===== src/rtl/xlat_pkg.sv =====
package xlat_pkg;

   typedef enum logic [1:0] {
      RES_NONE  = 2'd0,
      RES_HIT   = 2'd1,
      RES_FAULT = 2'd2,
      RES_MISS  = 2'd3
   } xlat_res_e;

   // Galois feedback mask for a maximal-length sequence of the given width
   function automatic logic [15:0] lfsr_mask(input int width);
      case (width)
         8:       return 16'h00B8;
         default: return 16'hB400;
      endcase
   endfunction

endpackage


===== src/rtl/xlat_cam.sv =====
module xlat_cam #(
   parameter int ENTRIES = 32,
   parameter int VPN_W   = 30,
   parameter int PPN_W   = 21,
   localparam int IDX_W  = $clog2(ENTRIES)
) (
   input  logic               clk,
   input  logic               rst_n,
   input  logic               flush,
   input  logic               wr_en,
   input  logic [IDX_W-1:0]   wr_idx,
   input  logic [VPN_W-1:0]   wr_vpn,
   input  logic [PPN_W-1:0]   wr_ppn,
   input  logic               wr_rd,
   input  logic               wr_wr,
   input  logic [VPN_W-1:0]   lk_vpn,
   output logic               match_any,
   output logic [IDX_W-1:0]   match_idx,
   output logic [PPN_W-1:0]   match_ppn,
   output logic               match_rd,
   output logic               match_wr,
   output logic [ENTRIES-1:0] valid_vec
);

   logic [VPN_W-1:0] tag_q  [ENTRIES];
   logic [PPN_W-1:0] ppn_q  [ENTRIES];
   logic             rd_q   [ENTRIES];
   logic             wr_q   [ENTRIES];
   logic [ENTRIES-1:0] hit_vec;

   for (genvar g = 0; g < ENTRIES; g++) begin : g_slot
      always_ff @(posedge clk or negedge rst_n) begin
         if (!rst_n) begin
            valid_vec[g] <= 1'b0;
         end else if (flush) begin
            valid_vec[g] <= 1'b0;
         end else if (wr_en && wr_idx == IDX_W'(g)) begin
            valid_vec[g] <= 1'b1;
         end
      end

      always_ff @(posedge clk) begin
         if (wr_en && wr_idx == IDX_W'(g)) begin
            tag_q[g] <= wr_vpn;
            ppn_q[g] <= wr_ppn;
            rd_q[g]  <= wr_rd;
            wr_q[g]  <= wr_wr;
         end
      end

      assign hit_vec[g] = valid_vec[g] && (tag_q[g] == lk_vpn);
   end

   // lowest index wins among multiple matches
   always_comb begin
      match_idx = '0;
      for (int i = ENTRIES - 1; i >= 0; i--) begin
         if (hit_vec[i]) match_idx = IDX_W'(i);
      end
   end

   assign match_any = |hit_vec;
   assign match_ppn = ppn_q[match_idx];
   assign match_rd  = rd_q[match_idx];
   assign match_wr  = wr_q[match_idx];

endmodule


===== src/rtl/xlat_victim.sv =====
module xlat_victim
   import xlat_pkg::*;
#(
   parameter int ENTRIES = 32,
   parameter int LFSR_W  = 8,
   localparam int IDX_W  = $clog2(ENTRIES)
) (
   input  logic               clk,
   input  logic               rst_n,
   input  logic [ENTRIES-1:0] valid_vec,
   input  logic [IDX_W-1:0]   last_idx,
   output logic [IDX_W-1:0]   victim_idx,
   output logic               all_valid
);

   localparam logic [LFSR_W-1:0] MASK = LFSR_W'(lfsr_mask(LFSR_W));

   logic [LFSR_W-1:0] lfsr_q;
   logic [IDX_W-1:0]  free_idx;
   logic [IDX_W-1:0]  rnd_idx;

   if (LFSR_W != 8 && LFSR_W != 16) begin : g_bad_lfsr
      $error("xlat_victim: LFSR_W must be 8 or 16");
   end
   if (LFSR_W < IDX_W) begin : g_short_lfsr
      $error("xlat_victim: LFSR_W narrower than slot index");
   end

   // free-running Galois LFSR, shifts every clock
   always_ff @(posedge clk or negedge rst_n) begin
      if (!rst_n) lfsr_q <= LFSR_W'(1);
      else if (lfsr_q[0]) lfsr_q <= (lfsr_q >> 1) ^ MASK;
      else lfsr_q <= lfsr_q >> 1;
   end

   always_comb begin
      free_idx = '0;
      for (int i = ENTRIES - 1; i >= 0; i--) begin
         if (!valid_vec[i]) free_idx = IDX_W'(i);
      end
   end

   assign all_valid = &valid_vec;
   // step past the most recently used slot (wraps, ENTRIES is a power of two)
   assign rnd_idx    = (lfsr_q[IDX_W-1:0] == last_idx) ? lfsr_q[IDX_W-1:0] + 1'b1
                                                       : lfsr_q[IDX_W-1:0];
   assign victim_idx = all_valid ? rnd_idx : free_idx;

endmodule


===== src/rtl/xlat_cache.sv =====
module xlat_cache
   import xlat_pkg::*;
#(
   parameter int ENTRIES = 32,
   parameter int VA_W    = 43,
   parameter int PA_W    = 34,
   parameter int OFF_W   = 13,
   parameter int LFSR_W  = 8,
   localparam int VPN_W  = VA_W - OFF_W,
   localparam int PPN_W  = PA_W - OFF_W,
   localparam int IDX_W  = $clog2(ENTRIES)
) (
   input  logic             clk,
   input  logic             rst_n,
   input  logic             flush,
   input  logic             lk_valid,
   input  logic [VA_W-1:0]  lk_vaddr,
   input  logic             lk_write,
   input  logic             fill_valid,
   input  logic [VPN_W-1:0] fill_vpn,
   input  logic [PPN_W-1:0] fill_ppn,
   input  logic             fill_rd_ok,
   input  logic             fill_wr_ok,
   output logic             hit,
   output logic             fault,
   output logic [PA_W-1:0]  paddr,
   output logic             miss_req,
   output logic [VPN_W-1:0] miss_vpn
);

   if (ENTRIES < 2 || (ENTRIES & (ENTRIES - 1)) != 0) begin : g_bad_entries
      $error("xlat_cache: ENTRIES must be a power of two, at least 2");
   end
   if (OFF_W >= VA_W || OFF_W >= PA_W) begin : g_bad_offset
      $error("xlat_cache: page offset wider than an address");
   end

   logic [VPN_W-1:0]   lk_vpn;
   logic [OFF_W-1:0]   lk_off;
   logic               match_any;
   logic [IDX_W-1:0]   match_idx;
   logic [PPN_W-1:0]   match_ppn;
   logic               match_rd;
   logic               match_wr;
   logic [ENTRIES-1:0] valid_vec;
   logic [IDX_W-1:0]   victim_idx;
   logic               all_valid;
   logic [IDX_W-1:0]   last_idx;
   logic               fill_en;
   xlat_res_e          res;

   assign lk_vpn  = lk_vaddr[VA_W-1:OFF_W];
   assign lk_off  = lk_vaddr[OFF_W-1:0];
   assign fill_en = fill_valid && !flush;

   xlat_cam #(
      .ENTRIES (ENTRIES),
      .VPN_W   (VPN_W),
      .PPN_W   (PPN_W)
   ) cam_i (
      .clk       (clk),
      .rst_n     (rst_n),
      .flush     (flush),
      .wr_en     (fill_en),
      .wr_idx    (victim_idx),
      .wr_vpn    (fill_vpn),
      .wr_ppn    (fill_ppn),
      .wr_rd     (fill_rd_ok),
      .wr_wr     (fill_wr_ok),
      .lk_vpn    (lk_vpn),
      .match_any (match_any),
      .match_idx (match_idx),
      .match_ppn (match_ppn),
      .match_rd  (match_rd),
      .match_wr  (match_wr),
      .valid_vec (valid_vec)
   );

   xlat_victim #(
      .ENTRIES (ENTRIES),
      .LFSR_W  (LFSR_W)
   ) victim_i (
      .clk        (clk),
      .rst_n      (rst_n),
      .valid_vec  (valid_vec),
      .last_idx   (last_idx),
      .victim_idx (victim_idx),
      .all_valid  (all_valid)
   );

   // most recently used slot: a refill counts over a same-cycle lookup
   always_ff @(posedge clk or negedge rst_n) begin
      if (!rst_n) last_idx <= '0;
      else if (fill_en) last_idx <= victim_idx;
      else if (lk_valid && match_any) last_idx <= match_idx;
   end

   always_comb begin
      res = RES_NONE;
      if (lk_valid) begin
         if (!match_any) res = RES_MISS;
         else if (lk_write ? match_wr : match_rd) res = RES_HIT;
         else res = RES_FAULT;
      end
   end

   always_ff @(posedge clk or negedge rst_n) begin
      if (!rst_n) begin
         hit      <= 1'b0;
         fault    <= 1'b0;
         miss_req <= 1'b0;
         paddr    <= '0;
         miss_vpn <= '0;
      end else begin
         hit      <= (res == RES_HIT);
         fault    <= (res == RES_FAULT);
         miss_req <= (res == RES_MISS);
         paddr    <= (res == RES_HIT) ? {match_ppn, lk_off} : '0;
         if (res == RES_MISS) miss_vpn <= lk_vpn;
      end
   end

endmodule


===== config.mk =====
export PLATFORM = sky130hd
export DESIGN_NAME = xlat_cache
export DESIGN_NICKNAME = d
export VERILOG_FILES = /design/src/rtl/xlat_pkg.sv /design/src/rtl/xlat_cam.sv /design/src/rtl/xlat_victim.sv /design/src/rtl/xlat_cache.sv
export SDC_FILE = /design/constraint.sdc
export NUM_CORES = 2
export LEC_CHECK = 0
export ABC_AREA = 0
export CORE_MARGIN = 2
export CORE_UTILIZATION = 40
export CTS_CLUSTER_DIAMETER = 60
export DETAILED_ROUTE_END_ITERATION = 7
export DONT_BUFFER_PORTS = 1
export PLACE_DENSITY_LB_ADDON = 0.15
export SYNTH_ARGS = -nofsm -noshare
export SYNTH_HDL_FRONTEND = slang
export SYNTH_SLANG_ARGS = --single-unit

===== constraint.sdc =====
create_clock -name clk -period 13 [get_ports clk]
set_input_delay 1.3 -clock clk [delete_from_list [all_inputs] [get_ports clk]]
set_output_delay 1.3 -clock clk [all_outputs]
set_load 0.1 [all_outputs]

Yosys cells after proc, flatten, opt, wreduce, memory -nomap -nowiden
Memories as Yosys holds them, arrays and structs flattened.
Cells that the tools add are included.
{ "totals": {"regBits": 112, "mem_bits_rw": 1696, "inputBits": 102, "out_inout_bits": 67, "elab_cells": 913, "n_memories": 4} }
{ "classes": {"add_sub_neg": 1, "eq_ne": 67, "n_mux": 574, "n_bitwise": 1, "n_reduce_logical": 227} }
{ "memory_table": {"columns": ["name", "depth", "width", "read_ports", "rd_ports_with_merged_regs", "write_ports", "line", "source"], "rows": [
  ["cam_i.tag_q", 32, 30, 32, 0, 1, "xlat_cam.sv:25", "logic [VPN_W-1:0] tag_q [ENTRIES];"],
  ["cam_i.ppn_q", 32, 21, 1, 0, 1, "xlat_cam.sv:26", "logic [PPN_W-1:0] ppn_q [ENTRIES];"],
  ["cam_i.rd_q", 32, 1, 1, 0, 1, "xlat_cam.sv:27", "logic rd_q [ENTRIES];"],
  ["cam_i.wr_q", 32, 1, 1, 0, 1, "xlat_cam.sv:28", "logic wr_q [ENTRIES];"]
]} }
{ "op_table": {"columns": ["operator", "n"], "rows": [
  ["30-bit == test", 32],
  ["5-bit two-way mux", 192],
  ["30-bit two-way mux", 31],
  ["30-bit OR reduction", 31],
  ["21-bit two-way mux", 31],
  ["21-bit OR reduction", 31],
  ["1-bit two-way mux", 315],
  ["5-bit == test (second input constant)", 16],
  ["1-bit logical AND", 66],
  ["2-bit nonzero test", 33],
  ["1-bit OR reduction", 62],
  ["5-bit by 4-bit == test with 1-bit output (second input constant)", 8],
  ["34-bit two-way mux", 1],
  ["32-bit AND reduction", 1],
  ["32-bit OR reduction", 1],
  ["5-bit by 3-bit == test with 1-bit output (second input constant)", 4],
  ["5-bit by 2-bit == test with 1-bit output (second input constant)", 2],
  ["8-bit two-way mux", 1],
  ["2-bit two-way mux", 3],
  ["5-bit by 1-bit adder with 5-bit output (second input constant)", 1],
  ["5-bit by 1-bit == test with 1-bit output (second input constant)", 1],
  ["5-bit == test", 1],
  ["5-bit zero test", 1],
  ["2-bit == test (second input constant)", 2],
  ["other kinds (3)", 3]
]} }

Logic depth before layout (Yosys ltp)
{ "depth": {"word_depth": 69, "depth_mapped": 21, "depth_no_buf": 14} }

By module
From an unflattened synthesis, not the netlist that was laid out.
{ "unflattened": {"hier_cells": 4992, "area_unflattened_um2": 76960.1} }
{ "by_module_without_submodules": {"columns": ["module", "n_inst", "cells_per_inst", "area_per_inst_um2"], "rows": [
  ["xlat_cam", 1, 4714, 73306.6],
  ["xlat_cache", 1, 174, 2824.0],
  ["xlat_victim", 1, 104, 829.5]
]} }

Worst setup path after synthesis
OpenSTA, ideal clock, no wires.
{ "synth_timing": {"path_kind": "reg-to-reg", "from": "reg victim_i.lfsr_q[0]", "to": "mem cam_i.ppn_q[13][0] (enable)", "setup_ns": 0.464, "arrival_ns": 4.867, "required_time_ns": 12.536, "path_slack_ns": 7.669, "stages_incl_launch_ff": 13, "path_buffers": 1, "period_less_slack_ns": 5.331, "path_cell_list": "dfstp_2 > clkbuf_1 > xnor2_1 > nand3_1 > nor3_1 > nand4_1 > xor2_1 > a21oi_1 > nor2_1 > nor3_1 > and2_1 > nand2_1 > nor2_1"} }
{ "synth_between": {"elab_chain_cells": 39} }
{ "synth_rtl": {"columns": ["element", "line", "source"], "rows": [
  ["from (decl)", "xlat_victim.sv:18", "logic [LFSR_W-1:0] lfsr_q;"],
  ["from (signal assigned)", "xlat_victim.sv:32", "else if (lfsr_q[0]) lfsr_q <= (lfsr_q >> 1) ^ MASK;"],
  ["from (signal assigned)", "xlat_victim.sv:33", "else lfsr_q <= lfsr_q >> 1;"],
  ["5-bit by 1-bit adder with 5-bit output or 5-bit == test (tied branches)", "xlat_victim.sv:45", "assign rnd_idx = (lfsr_q[IDX_W-1:0] == last_idx) ? lfsr_q[IDX_W-1:0] + 1'b1"],
  ["5-bit two-way mux *", "xlat_victim.sv:45", null],
  ["5-bit two-way mux *", "xlat_victim.sv:47", "assign victim_idx = all_valid ? rnd_idx : free_idx;"],
  ["5-bit by 1-bit == test with 1-bit output", "xlat_cam.sv:43", "if (wr_en && wr_idx == IDX_W'(g)) begin"],
  ["1-bit logical AND", "xlat_cam.sv:43", null],
  ["1-bit two-way mux", "xlat_cam.sv:43", null],
  ["1-bit two-way mux (not written as such)", "xlat_cam.sv:45", "ppn_q[g] <= wr_ppn;"],
  ["21-bit OR reduction (no line)", null, null],
  ["5-bit two-way mux (no line) or 1-bit two-way mux (tied branches) (31 in series)", null, null],
  ["to (decl)", "xlat_cam.sv:26", null]
]} }
Every way passes the cells marked *; elsewhere a longest branch is shown, timed or not.

Final worst setup path
{ "layout_timing": {"from": "in lk_vaddr[39]", "to": "reg paddr[23]"} }
{ "layout_between": {"elab_chain_cells": 41} }
{ "layout_rtl": {"columns": ["element", "line", "source"], "rows": [
  ["from (decl)", "xlat_cache.sv:17", "input logic [VA_W-1:0] lk_vaddr,"],
  ["30-bit == test", "xlat_cam.sv:51", "assign hit_vec[g] = valid_vec[g] && (tag_q[g] == lk_vpn);"],
  ["1-bit logical AND", "xlat_cam.sv:51", null],
  ["5-bit two-way mux (32 in series)", "xlat_cam.sv:58", "if (hit_vec[i]) match_idx = IDX_W'(i);"],
  ["memory read 32 x 1 bit (on tied branches)", null, null],
  ["1-bit two-way mux", "xlat_cache.sv:102", "else if (lk_write ? match_wr : match_rd) res = RES_HIT;"],
  ["2-bit two-way mux", "xlat_cache.sv:102", null],
  ["2-bit two-way mux", "xlat_cache.sv:101", "if (!match_any) res = RES_MISS;"],
  ["2-bit two-way mux", "xlat_cache.sv:100", "if (lk_valid) begin"],
  ["2-bit by 1-bit == test with 1-bit output", "xlat_cache.sv:118", "paddr <= (res == RES_HIT) ? {match_ppn, lk_off} : '0;"],
  ["34-bit two-way mux *", "xlat_cache.sv:118", null],
  ["to (signal assigned)", "xlat_cache.sv:118", null],
  ["to (decl)", "xlat_cache.sv:26", "output logic [PA_W-1:0] paddr,"]
]} }
Marked as above.
A chain may end at the register's enable or synchronous reset.

==> results.sh <==
export IMPL_status="finished clean"
export IMPL_fillers=16861
export IMPL_hp_class="input port to async pin"
export IMPL_power_total_mw=12.3
export IMPL_layout_drive_gt1_share_pct=8.26
export IMPL_pwr_share_comb_pct=2.4
export IMPL_async_flop_share_pct=6.19
export IMPL_htreeDepth=4
export IMPL_overflow=0
export IMPL_powerDensity_mw_per_mm2=144
export IMPL_ys_ff_latch=1808
export IMPL_synth_distinct_cells=87
export IMPL_drc=0
export IMPL_place_gp_congestion=0.851
export IMPL_tightestPinTransition_ns=1.36
export IMPL_rsz0062_at_grt="false"
export IMPL_cp_start_kind="input port"
export IMPL_cpLargestDelayFamily="compound AO/OA/AOI/OAI gates"
export IMPL_grt_max_degree=155
export IMPL_slowest_delay_ns=0.87
export IMPL_hold_violations=0
export IMPL_numCtsBuffers=198
export IMPL_relSlewSlack_pct=9.32
export IMPL_root_buffer="clkbuf_16"
export IMPL_drt_total_wl_um=262000
export IMPL_end_kind="flip-flop"
export IMPL_cts_sinks=1808
export IMPL_cts_resized=0
export IMPL_dp_slack_ns=6.13
export IMPL_power_frac_clock_pct=45.2
export IMPL_grt_pass1_wl_um=359000
export IMPL_grt_util_all_layers_pct=26.3
export IMPL_fin_setup_tns_ns=0
export IMPL_path_max_fanout=40
export IMPL_cts_clk_slew_worst_paths_ns=0.06
export IMPL_ir_drop_mv=0.110
export IMPL_r2r_slack_ns=6.95
export IMPL_clock_latency_ns=0.88
export IMPL_setup_ws_ns=6.76
export IMPL_max_cap_violations=0
export IMPL_synthCells=4992
export IMPL_dieArea_mm2=0.196
export IMPL_setup_violations=0
export IMPL_avgSynthCellArea_um2=15.4
export IMPL_cts_hold_buffers=0
export IMPL_finClkSkew_ns=0.0401
export IMPL_placed_area_mm2=0.0794
export IMPL_cp_required_ns=13.76
export IMPL_fmax_mhz=160
export IMPL_fp_dieH_um=443
export IMPL_synth_nets=5095
export IMPL_power_switching_mw=2.63
export IMPL_cp_cell_sequence="xnor2_1 > nand4_1 > a2111oi_0 > nand4_1 > and2_1 > a2111oi_1 > a221o_4 > buf_4 > nand2_1 > inv_1 > buf_4 > a22oi_1 > o21ai_0 > a211oi_1 > nor2_1 > nor4bb_4"
export IMPL_crit_buf_inv=3
export IMPL_ios=169
export IMPL_ys_seq_area_share_pct=69.8
export IMPL_final_nets=5121
export IMPL_first_pass_iters=5
export IMPL_cts_setup_buffers=0
export IMPL_p_seq_share_pct=52.4
export IMPL_num_rows=161
export IMPL_syn_area_mm2=0.0770
export IMPL_antenna_found_initial=21
export IMPL_first_iter_violations=5990
export IMPL_cts_buffer_depth=3
export IMPL_coreArea_mm2=0.192
export IMPL_hpwl_um=135000
export IMPL_p_leak_nw=25.6
export IMPL_fin_crit_sh_pct=48.0
export IMPL_num_vias=45992
export IMPL_slew_viol_final=0
export IMPL_cts_tree="done"
export IMPL_synth_edf_count=1696
export IMPL_initial_core_util_pct=40.1
export IMPL_die_x_um=443
export IMPL_fin_area_mm2=0.0859
export IMPL_viasPerCell=5.96
export IMPL_synthToLayoutAreaGrowth_pct=11.5
export IMPL_io_buffers=0
export IMPL_slowest_stage="a2111oi_1"
export IMPL_path_class="input port to flip-flop"
export IMPL_arrival_ns=7.00
export IMPL_fin_crit_ns=6.24
export IMPL_synth_main_ff_cell="edfxtp_1"
export IMPL_p_int_mw=9.72
export IMPL_grt_pass1_vias=44162
export IMPL_wl_per_cell_um=33.9
export IMPL_ant_nets=0
export IMPL_yosysWarningCount=0
export IMPL_p_sw_share_pct=21.3
export IMPL_timing_hold_ws_ns=0.126
==> cell type report <==
| cell class | instances | area, um^2 | share of cell area, % |
|---|---|---|---|
| Antenna cell | 7 | 17.5 | 0.0204 |
| Clock buffer | 257 | 5320 | 6.19 |
| Clock inverter | 109 | 1080 | 1.25 |
| Inverter | 50 | 188 | 0.219 |
| Multi-Input combinational cell | 2899 | 21900 | 25.5 |
| Sequential cell | 1808 | 53700 | 62.6 |
| Tap cell | 2526 | 3160 | 3.68 |
| Timing Repair Buffer | 61 | 483 | 0.563 |
==> state kept, by name, indices dropped and copies added, names as in the netlist <==
| name | cells |
|---|---|
| cam_i.rd_q | 32 |
| victim_i.lfsr_q | 8 |
| cam_i.ppn_q | 672 |
| fault | 1 |
| cam_i.tag_q | 960 |
| cam_i.wr_q | 32 |
| miss_req | 1 |
| cam_i.valid_vec | 32 |
| last_idx | 5 |
| miss_vpn | 30 |
| paddr | 34 |
| hit | 1 |
==> power groups by stage <==
stage / registers, mW / logic, mW / clock network (mW)
finish: 6.47 / 0.293 / 5.58
global route: 6.47 / 0.318 / 5.88
CTS: 6.47 / 0.292 / 5.66
detailed placement: 6.60 / 0.290 / 0
global placement: 6.60 / 0.292 / 0
floorplan: 6.59 / 0.303 / 0
==> cell usage after synthesis (10+ instances only) <==
library cell / number / share of area, %
o221ai_1: 41 / 0.47
edfxtp_1: 1696 / 66
dfrtp_1: 111 / 3.6
nor2_1: 115 / 0.56
and2_1: 45 / 0.37
a211oi_1: 47 / 0.46
or4_1: 27 / 0.26
buf_6: 40 / 0.59
mux2i_1: 303 / 3.9
nor4_1: 104 / 0.85
inv_1: 49 / 0.24
o22ai_1: 75 / 0.61
nor4bb_4: 10 / 0.33
nor3b_1: 13 / 0.13
nor3_1: 19 / 0.12
a21oi_1: 83 / 0.54
nand3_1: 71 / 0.46
a22oi_1: 26 / 0.25
buf_2: 82 / 0.53
xnor2_1: 842 / 9.6
buf_4: 54 / 0.53
nand2_1: 246 / 1.2
nand4b_1: 24 / 0.27
and3_1: 13 / 0.11
o21ai_0: 56 / 0.36
o211ai_1: 11 / 0.11
nand4_1: 390 / 3.2
nor4b_1: 53 / 0.60
xor2_1: 131 / 1.5
clkbuf_1: 55 / 0.27
==> kinds of logic (layout without fill, tap and decap cells) <==
kind of cell	Yosys count	count (layout)	share of synthesized area (%)
buf+inv	285	477	2.18
compound gates	403	403	3.57
xor+xnor	977	977	11.2
mux	311	311	4.08
flops	1808	1808	69.8
other cells	0	7	0
fa+ha+maj	1	1	0.0162
simple gates	1207	1207	9.22
==> path summary, 6_finish.rpt <==
| kind | startpoint | end | cells after the start |
|---|---|---|---|
| max | lk_vaddr[39] | paddr[23] | 16 |
| min in group clk | victim_i.lfsr_q[7] | victim_i.lfsr_q[6] | 0 |
| min | rst_n | miss_vpn[13] | 0 |
| max in group asynchronous | rst_n | cam_i.valid_vec[25] | 0 |
| max reg2reg | cam_i.valid_vec[4] | paddr[23] | 15 |
| min reg2reg | victim_i.lfsr_q[7] | victim_i.lfsr_q[6] | 0 |
==> worst reg2reg max path: cells and delay by family, from the launching register on <==
kind / cells / cell delay (ns)
simple gates: 5 / 1.36
flops: 1 / 0.56
compound gates: 7 / 2.74
buf+inv: 3 / 1.28
==> metal layers <==
layer	track usage, %	up-vias	wire [um]
met5	0	-	0
met2	41.5	2240	121000
met4	7.27	0	6760
met3	4.65	384	22600
li1	-	19228	-
met1	37.4	24140	112000
==> cell usage in the layout (no fill, tap or decap), drive strengths merged, types with 42 or more instances in the layout <==
cell / count
clkbuf: 257
nand3: 71
o221ai: 42
clkinv: 75
o22ai: 75
a21oi: 83
nand4: 390
nor4: 106
mux2i: 303
buf: 61
nor2: 116
xnor2: 846
a211oi: 48
dfrtp: 111
o21ai: 62
edfxtp: 1696
nor4b: 53
and2: 49
nand2: 246
inv: 62
xor2: 131
==> per-stage QoR <==
step                      util (%)  instances
final                         44.7       7717
after floorplan                  -       4992
after detailed placement      41.4       7344
after CTS                     44.7       7710
after global placement        41.4       7344
after global routing          44.7       7711
(Power assumes the default switching activity.)
